`src/rtl/spis_pkg.sv`:
```
package spis_pkg;
   // register addresses
   localparam logic [1:0] ADR_DATA = 2'd0;
   localparam logic [1:0] ADR_CMD  = 2'd1;
   localparam logic [1:0] ADR_EVT  = 2'd2;
   localparam logic [1:0] ADR_MSK  = 2'd3;
   // event / mask bit positions
   localparam int EV_TX = 0;
   localparam int EV_RX = 1;
   localparam int EV_N  = 2;
   // command bits
   localparam int CMD_START = 0;
   // status bits readable at ADR_CMD
   localparam int ST_ARMED = 0;
   localparam int ST_FULL  = 1;
endpackage

```
`src/rtl/spis_sync.sv`:
```
module spis_sync #(
   parameter int W      = 1,
   parameter int STAGES = 2
) (
   input  logic         clk,
   input  logic         rst_n,
   input  logic [W-1:0] d,
   input  logic [W-1:0] rst_val,
   output logic [W-1:0] q
);
   logic [STAGES-1:0][W-1:0] stg;

   generate
      if (STAGES < 2) begin : g_bad_stages
         $error("spis_sync: STAGES must be at least 2");
      end
   endgenerate

   always_ff @(posedge clk or negedge rst_n) begin
      if (!rst_n) begin
         for (int i = 0; i < STAGES; i++) stg[i] <= rst_val;
      end else begin
         stg <= {stg[STAGES-2:0], d};
      end
   end

   assign q = stg[STAGES-1];
endmodule

```
`src/rtl/spis_shifter.sv`:
```
module spis_shifter #(
   parameter int WORD_W    = 8,
   parameter bit MSB_FIRST = 1'b1
) (
   input  logic              clk,
   input  logic              rst_n,
   input  logic              sck_s,
   input  logic              sel_act,
   input  logic              mosi_s,
   input  logic              tx_avail,
   input  logic [WORD_W-1:0] tx_word,
   output logic              tx_slot,
   output logic              tx_take,
   output logic              word_done,
   output logic [WORD_W-1:0] rx_word,
   output logic              miso
);
   localparam int              CNT_W = (WORD_W > 2) ? $clog2(WORD_W) : 1;
   localparam logic [CNT_W-1:0] LAST = CNT_W'(WORD_W - 1);

   logic              sck_d, sel_d, pend;
   logic [CNT_W-1:0]  cnt;
   logic [WORD_W-1:0] tx_sh, rx_sh, rx_next, tx_next;
   logic              rise, fall, sel_start;

   // bit order variant
   generate
      if (MSB_FIRST) begin : g_msb
         assign miso    = tx_sh[WORD_W-1];
         assign rx_next = {rx_sh[WORD_W-2:0], mosi_s};
         assign tx_next = {tx_sh[WORD_W-2:0], 1'b1};
      end else begin : g_lsb
         assign miso    = tx_sh[0];
         assign rx_next = {mosi_s, rx_sh[WORD_W-1:1]};
         assign tx_next = {1'b1, tx_sh[WORD_W-1:1]};
      end
   endgenerate

   // edges count only once select has been seen for a full cycle
   assign rise      = sel_act & sel_d & sck_s & ~sck_d;
   assign fall      = sel_act & sel_d & ~sck_s & sck_d;
   assign sel_start = sel_act & ~sel_d;
   assign tx_slot   = sel_start | (fall & pend);
   assign tx_take   = tx_slot & tx_avail;
   assign word_done = rise & (cnt == LAST);
   assign rx_word   = rx_next;

   always_ff @(posedge clk or negedge rst_n) begin
      if (!rst_n) begin
         sck_d <= 1'b0;
         sel_d <= 1'b0;
         pend  <= 1'b0;
         cnt   <= '0;
         rx_sh <= '0;
         tx_sh <= '1;
      end else begin
         sck_d <= sck_s;
         sel_d <= sel_act;
         if (!sel_act) begin
            // deselect: drop any partial word
            pend  <= 1'b0;
            cnt   <= '0;
            rx_sh <= '0;
            tx_sh <= '1;
         end else begin
            if (tx_slot)   tx_sh <= tx_avail ? tx_word : '1;
            else if (fall) tx_sh <= tx_next;
            if (fall) pend <= 1'b0;
            if (rise) begin
               rx_sh <= rx_next;
               if (cnt == LAST) begin
                  cnt  <= '0;
                  pend <= 1'b1;
               end else begin
                  cnt <= cnt + 1'b1;
               end
            end
         end
      end
   end

   assert_cnt_clear_R8: assert property (@(posedge clk) disable iff (!rst_n)
      !sel_act |=> (cnt == '0) && !pend);

   assert_miso_on_fall_R3: assert property (@(posedge clk) disable iff (!rst_n)
      (sel_act && $past(sel_act) && !$past(fall) && !$past(sel_start)) |-> $stable(tx_sh));
endmodule

```
`src/rtl/spis_regs.sv`:
```
module spis_regs
   import spis_pkg::*;
#(
   parameter int WORD_W = 8
) (
   input  logic              clk,
   input  logic              rst_n,
   input  logic              reg_wr,
   input  logic [1:0]        reg_addr,
   input  logic [WORD_W-1:0] reg_wdata,
   output logic [WORD_W-1:0] reg_rdata,
   input  logic              tx_slot,
   input  logic              tx_take,
   input  logic              word_done,
   input  logic [WORD_W-1:0] rx_word,
   output logic              tx_avail,
   output logic [WORD_W-1:0] tx_word,
   output logic              irq
);
   logic [WORD_W-1:0] tx_buf, rx_buf;
   logic              tx_full, armed;
   logic [EV_N-1:0]   ev, mask, ev_clr, ev_set;

   assign ev_clr = (reg_wr && reg_addr == ADR_EVT) ? reg_wdata[EV_N-1:0] : '0;
   always_comb begin
      ev_set        = '0;
      ev_set[EV_TX] = tx_take;
      ev_set[EV_RX] = word_done;
   end

   always_ff @(posedge clk or negedge rst_n) begin
      if (!rst_n) begin
         tx_buf  <= '0;
         rx_buf  <= '0;
         tx_full <= 1'b0;
         armed   <= 1'b0;
         ev      <= '0;
         mask    <= '0;
      end else begin
         if (tx_take) tx_full <= 1'b0;
         if (reg_wr && reg_addr == ADR_DATA) begin
            tx_buf  <= reg_wdata;
            tx_full <= 1'b1;
         end
         if (tx_slot && !tx_full) armed <= 1'b0;
         if (reg_wr && reg_addr == ADR_CMD && reg_wdata[CMD_START]) armed <= 1'b1;
         if (word_done) rx_buf <= rx_word;
         ev <= (ev & ~ev_clr) | ev_set;
         if (reg_wr && reg_addr == ADR_MSK) mask <= reg_wdata[EV_N-1:0];
      end
   end

   assign tx_avail = armed & tx_full;
   assign tx_word  = tx_buf;
   assign irq      = |(ev & mask);

   always_comb begin
      reg_rdata = '0;
      unique case (reg_addr)
         ADR_DATA: reg_rdata = rx_buf;
         ADR_CMD: begin
            reg_rdata[ST_ARMED] = armed;
            reg_rdata[ST_FULL]  = tx_full;
         end
         ADR_EVT: reg_rdata[EV_N-1:0] = ev;
         default: reg_rdata[EV_N-1:0] = mask;
      endcase
   end

   assert_tx_event_source_R5: assert property (@(posedge clk) disable iff (!rst_n)
      $rose(ev[EV_TX]) |-> $past(tx_take));

   assert_rx_event_source_R6: assert property (@(posedge clk) disable iff (!rst_n)
      $rose(ev[EV_RX]) |-> $past(word_done));

   assert_take_when_armed_R4: assert property (@(posedge clk) disable iff (!rst_n)
      tx_take |-> (armed && tx_full));

   assert_event_sticky_R10: assert property (@(posedge clk) disable iff (!rst_n)
      (!reg_wr || reg_addr != ADR_EVT) |=> ((ev & $past(ev)) == $past(ev)));
endmodule

```
`src/rtl/spis_xcvr.sv`:
```
module spis_xcvr
   import spis_pkg::*;
#(
   parameter int WORD_W      = 8,
   parameter int SYNC_STAGES = 2,
   parameter bit MSB_FIRST   = 1'b1
) (
   input  logic              clk,
   input  logic              rst_n,
   input  logic              spi_sck,
   input  logic              spi_sel_n,
   input  logic              spi_mosi,
   output logic              spi_miso,
   output logic              spi_miso_oe,
   input  logic              reg_wr,
   input  logic [1:0]        reg_addr,
   input  logic [WORD_W-1:0] reg_wdata,
   output logic [WORD_W-1:0] reg_rdata,
   output logic              irq
);
   localparam int            PIN_N   = 3;
   localparam logic [PIN_N-1:0] PIN_RST = 3'b010; // {sck, sel_n, mosi}

   generate
      if (WORD_W < EV_N) begin : g_bad_width
         $error("spis_xcvr: WORD_W too narrow for the event register");
      end
   endgenerate

   logic [PIN_N-1:0]  pins_s;
   logic              sck_s, sel_act, mosi_s;
   logic              tx_slot, tx_take, word_done, tx_avail;
   logic [WORD_W-1:0] rx_word, tx_word;

   spis_sync #(.W(PIN_N), .STAGES(SYNC_STAGES)) u_sync (
      .clk     (clk),
      .rst_n   (rst_n),
      .d       ({spi_sck, spi_sel_n, spi_mosi}),
      .rst_val (PIN_RST),
      .q       (pins_s)
   );

   assign sck_s   = pins_s[2];
   assign sel_act = ~pins_s[1];
   assign mosi_s  = pins_s[0];

   spis_shifter #(.WORD_W(WORD_W), .MSB_FIRST(MSB_FIRST)) u_shift (
      .clk       (clk),
      .rst_n     (rst_n),
      .sck_s     (sck_s),
      .sel_act   (sel_act),
      .mosi_s    (mosi_s),
      .tx_avail  (tx_avail),
      .tx_word   (tx_word),
      .tx_slot   (tx_slot),
      .tx_take   (tx_take),
      .word_done (word_done),
      .rx_word   (rx_word),
      .miso      (spi_miso)
   );

   spis_regs #(.WORD_W(WORD_W)) u_regs (
      .clk       (clk),
      .rst_n     (rst_n),
      .reg_wr    (reg_wr),
      .reg_addr  (reg_addr),
      .reg_wdata (reg_wdata),
      .reg_rdata (reg_rdata),
      .tx_slot   (tx_slot),
      .tx_take   (tx_take),
      .word_done (word_done),
      .rx_word   (rx_word),
      .tx_avail  (tx_avail),
      .tx_word   (tx_word),
      .irq       (irq)
   );

   assign spi_miso_oe = sel_act;

   assert_done_only_selected_R2: assert property (@(posedge clk) disable iff (!rst_n)
      word_done |-> !pins_s[1]);
endmodule

```
`config.mk`:
```
export PLATFORM = sky130hd
export DESIGN_NAME = spis_xcvr
export DESIGN_NICKNAME = d
export VERILOG_FILES = /design/src/rtl/spis_pkg.sv /design/src/rtl/spis_sync.sv /design/src/rtl/spis_shifter.sv /design/src/rtl/spis_regs.sv /design/src/rtl/spis_xcvr.sv
export SDC_FILE = /design/constraint.sdc
export NUM_CORES = 1
export LEC_CHECK = 0
export BUFFER_PORTS_ARGS = -buffer_cell sky130_fd_sc_hd__buf_2
export CORE_UTILIZATION = 47
export DETAILED_ROUTE_END_ITERATION = 16
export PLACE_DENSITY = 0.66
export SKIP_CTS_REPAIR_TIMING = 1
export SYNTH_ARGS = -nofsm -noshare
export SYNTH_HDL_FRONTEND = slang
export SYNTH_SLANG_ARGS = --single-unit
```
`constraint.sdc`:
```
create_clock -name clk -period 4.3 [get_ports clk]
set_input_delay 0.43 -clock clk [delete_from_list [all_inputs] [get_ports clk]]
set_output_delay 0.43 -clock clk [all_outputs]
set_load 0.05 [all_outputs]
```
==> summary.md <==
| Metric | Value |
|---|---|
| Endpoint class of the critical path | `output port` |
| TritonCTS clock tree | `yes` |
| Synthesized area | `0.00208 mm²` |
| Hold_sp | `spi_sel_n` |
| Number of synthesized register bits | `49` |
| Met3 wire length | `approximately 170 µm` |
| Num rows | `23` |
| Yosys warnings | `0` |
| Initial antenna violation count | `0` |
| Placed instance area | `approximately 0.0022 mm²` |
| HPWL after detailed placement | `2.50 mm` |
| DRT antenna net count | `0` |
| WP data required | `3.87 ns` |
| Die footprint | `0.00470 mm²` |
| Clock latency on the worst-skew pair | `0.30 ns` |
| Sequential fraction of design power | `0.572` |
| Layout cell share with drive strength beyond 1 | `0.342` |
| Vias per inst | `5.43` |
| Fin util | `0.566` |
| Hold Path End | `u_sync.stg[1]` |
| DR WL/cell | `roughly 15 µm` |
| Final non-filler cell total | `240` |
| Setup crit start kind | `input port` |
| Largest net degree at the start of global routing | `50` |
| Residual DRC | `0` |
| Top-level port count | `27` |
| First-pass DRT Iterations | `5` |
| Final Cycle Share | `0.449` |
| Antenna diodes | `0` |
| First-pass GRT wire length | `6.10 mm` |
| Core Box Area | `between 0.004 and 0.005 mm²` |
| Sequential area share after synthesis | `0.595` |
| Leakage | `1.16 nW` |
| Post-synthesis cell count | `about 160` |
| Post-Route Setup TNS | `0 ns` |
| Reg clk slew, reported paths | `0.08 ns` |
| WS Path Type | `in2out` |
| Total GRT Usage | `0.183` |
| RSZ-0062 raised after global routing | `false` |
| GRT overflow | `0` |
| Synth Flop Type | `dfrtp_1` |
| Min Tclk post-route | `between 1.5 and 2 ns` |
| Crit path max fanout | `8` |
| Worst rel slew slack | `0.293` |
| Reg-to-reg endpoint | `u_regs.rx_buf[7]` |
| Post-synth EDFFs | `0` |
| Status | `completed` |
| Die width | `68.6 µm` |
| Starting density of the core | `0.506` |
| IO buf count | `26` |
| Syn nets | `around 180` |
| Area delta synth->final | `11.8%` |
| Max layer used | `met4` |
| Vias in the first global route | `1331` |
| Fin. Hold Viols | `0` |
| Mean post-synth cell area | `13.1 µm²` |
| Worst hold path type | `in2reg` |
| Die height | `68.6 µm` |
| Clk_skew | `roughly 0.0046 ns` |
| Worst path arrival time | `about 1.5 ns` |
| Final setup violation count | `0` |
| Fmax | `518 MHz` |
| DR WL met2 | `1.81 mm` |
| Met1 WL | `1.57 mm` |
| Net Switching | `0.000258 W` |
| Asr flop ratio synth | `1.00` |
| Root Driver | `clkbuf_8` |
| P_int | `slightly below 0.0007 W` |
| Vias | `1303` |
| Reg-to-reg startpoint | `u_shift.sck_d` |
| Worst VDD drop | `between 0.0002 and 0.00025 V` |
| Clk sink count | `49` |
| Final WL | `around 3.6 mm` |
| Total Nets Final | `207` |
| Routability cong. | `roughly 0.8` |
| Hold path depth | `1` |
| Worst reg2reg path depth | `3` |
| Finished Cell Area | `approximately 0.0023 mm²` |
| Flop-to-flop setup slack | `2.47 ns` |
| Unique masters post-synth | `31` |
| Pwr/cell area | `403 mW/mm²` |
| Gate power share | `0.153` |
| Clock Tree Buf Depth | `2` |
| Initial DRC count | `~100` |
| Clock power frac | `0.275` |
| Worst Tran Pin Value | `1.06 ns` |
| Sw frac | `0.275` |
| Final-report max-slew violation count | `0` |
| Max_cap viols | `0` |
| CTS H-tree lvls | `2` |
| Dpl cells | `approximately 230` |
| Cts bufs inserted | `5` |
## routing by layer
metal | track usage | up-vias
met2 | 0.297 | 39
met5 | 0 | -
met4 | 0.102 | 0
li1 | - | 616
met1 | 0.215 | 638
met3 | 0.0559 | 10
## worst max path at each step
stage                 from           end  slack, ns  cells past startpoint
2_1_floorplan  reg_addr[0]  reg_rdata[2]       2.70                      2
3_3_place_gp   reg_addr[0]  reg_rdata[5]       2.45                      4
3_5_place_dp   reg_addr[0]  reg_rdata[5]       2.33                      4
4_1_cts        reg_addr[0]  reg_rdata[5]       2.35                      4
5_1_grt        reg_addr[0]  reg_rdata[5]       2.32                      4
6_report       reg_addr[0]  reg_rdata[5]       2.37                      4
## critical path, cell delays in order
cell and delay [ns]:
buf_2 0.14, nor2_1 0.45, and2_1 0.21, buf_2 0.27
## synthesized netlist by cell type (all sizes together), types with 2 or more instances
cell type,n,share of area
a21oi,3,0.0072
a222oi,7,0.034
a31oi,2,0.0060
and2,6,0.018
buf,3,0.013
dfrtp,39,0.47
dfstp,10,0.13
ha,2,0.012
inv,20,0.036
mux2,18,0.11
mux2i,5,0.024
mux4,2,0.022
nand2,15,0.036
nand4b,3,0.013
nor2,7,0.013
o21ai,6,0.014
## cells by family (layout without fill, tap and decap cells)
group           Yosys count  count (layout)  share of synthesized area
buf+inv                  23              54                     0.0492
flops                    49              49                      0.595
mux                      25              25                      0.157
fa+ha+maj                 2               2                     0.0120
compound gates           24              24                     0.0865
simple gates             36              36                      0.100
## sequential cells by signal, indices dropped and copies added, names as in the netlist, 2 cells and up
signal          flops
u_shift.rx_sh       7
u_regs.rx_buf       8
u_sync.q            3
u_shift.tx_sh       8
u_shift.cnt         3
u_regs.ev           2
u_sync.stg          3
u_regs.tx_word      8
u_regs.mask         2
## cell type report
class,instances,area (µm²)
multi-input cells,87,742
inverters,20,75.1
clock buffers,8,80.1
well taps,50,62.6
flip-flops and latches,49,1240
repair buffers,26,130
fillers,364,1790
## stage by stage
stage / power, W / setup WS, ns / hold WS, ns
2_1_floorplan: 0.000643 / 2.70 / 0.134
3_3_place_gp: 0.000683 / 2.45 / 0.339
3_5_place_dp: 0.000691 / 2.33 / 0.345
4_1_cts: 0.000948 / 2.35 / 0.216
5_1_grt: 0.000986 / 2.32 / 0.206
6_report: 0.000938 / 2.37 / 0.223
## power groups by stage
stage	clock network (W)	logic, W	registers (W)
floorplan	0	0.000104	0.000539
global placement	0	0.000140	0.000543
detailed placement	0	0.000146	0.000545
CTS	0.000265	0.000146	0.000536
global route	0.000284	0.000158	0.000543
finish	0.000258	0.000144	0.000537
## placed cells by master, fill, tap and decap left out, drive strengths merged, types with 2 or more instances in the layout
cell type / n
a31oi: 2
nor2: 7
nand4b: 3
mux4: 2
dfstp: 10
dfrtp: 39
nand2: 15
a222oi: 7
o21ai: 6
and2: 6
buf: 26
ha: 2
mux2i: 5
inv: 20
mux2: 18
a21oi: 3
clkbuf: 8
Note: power is estimated with default switching activity, not from simulation.
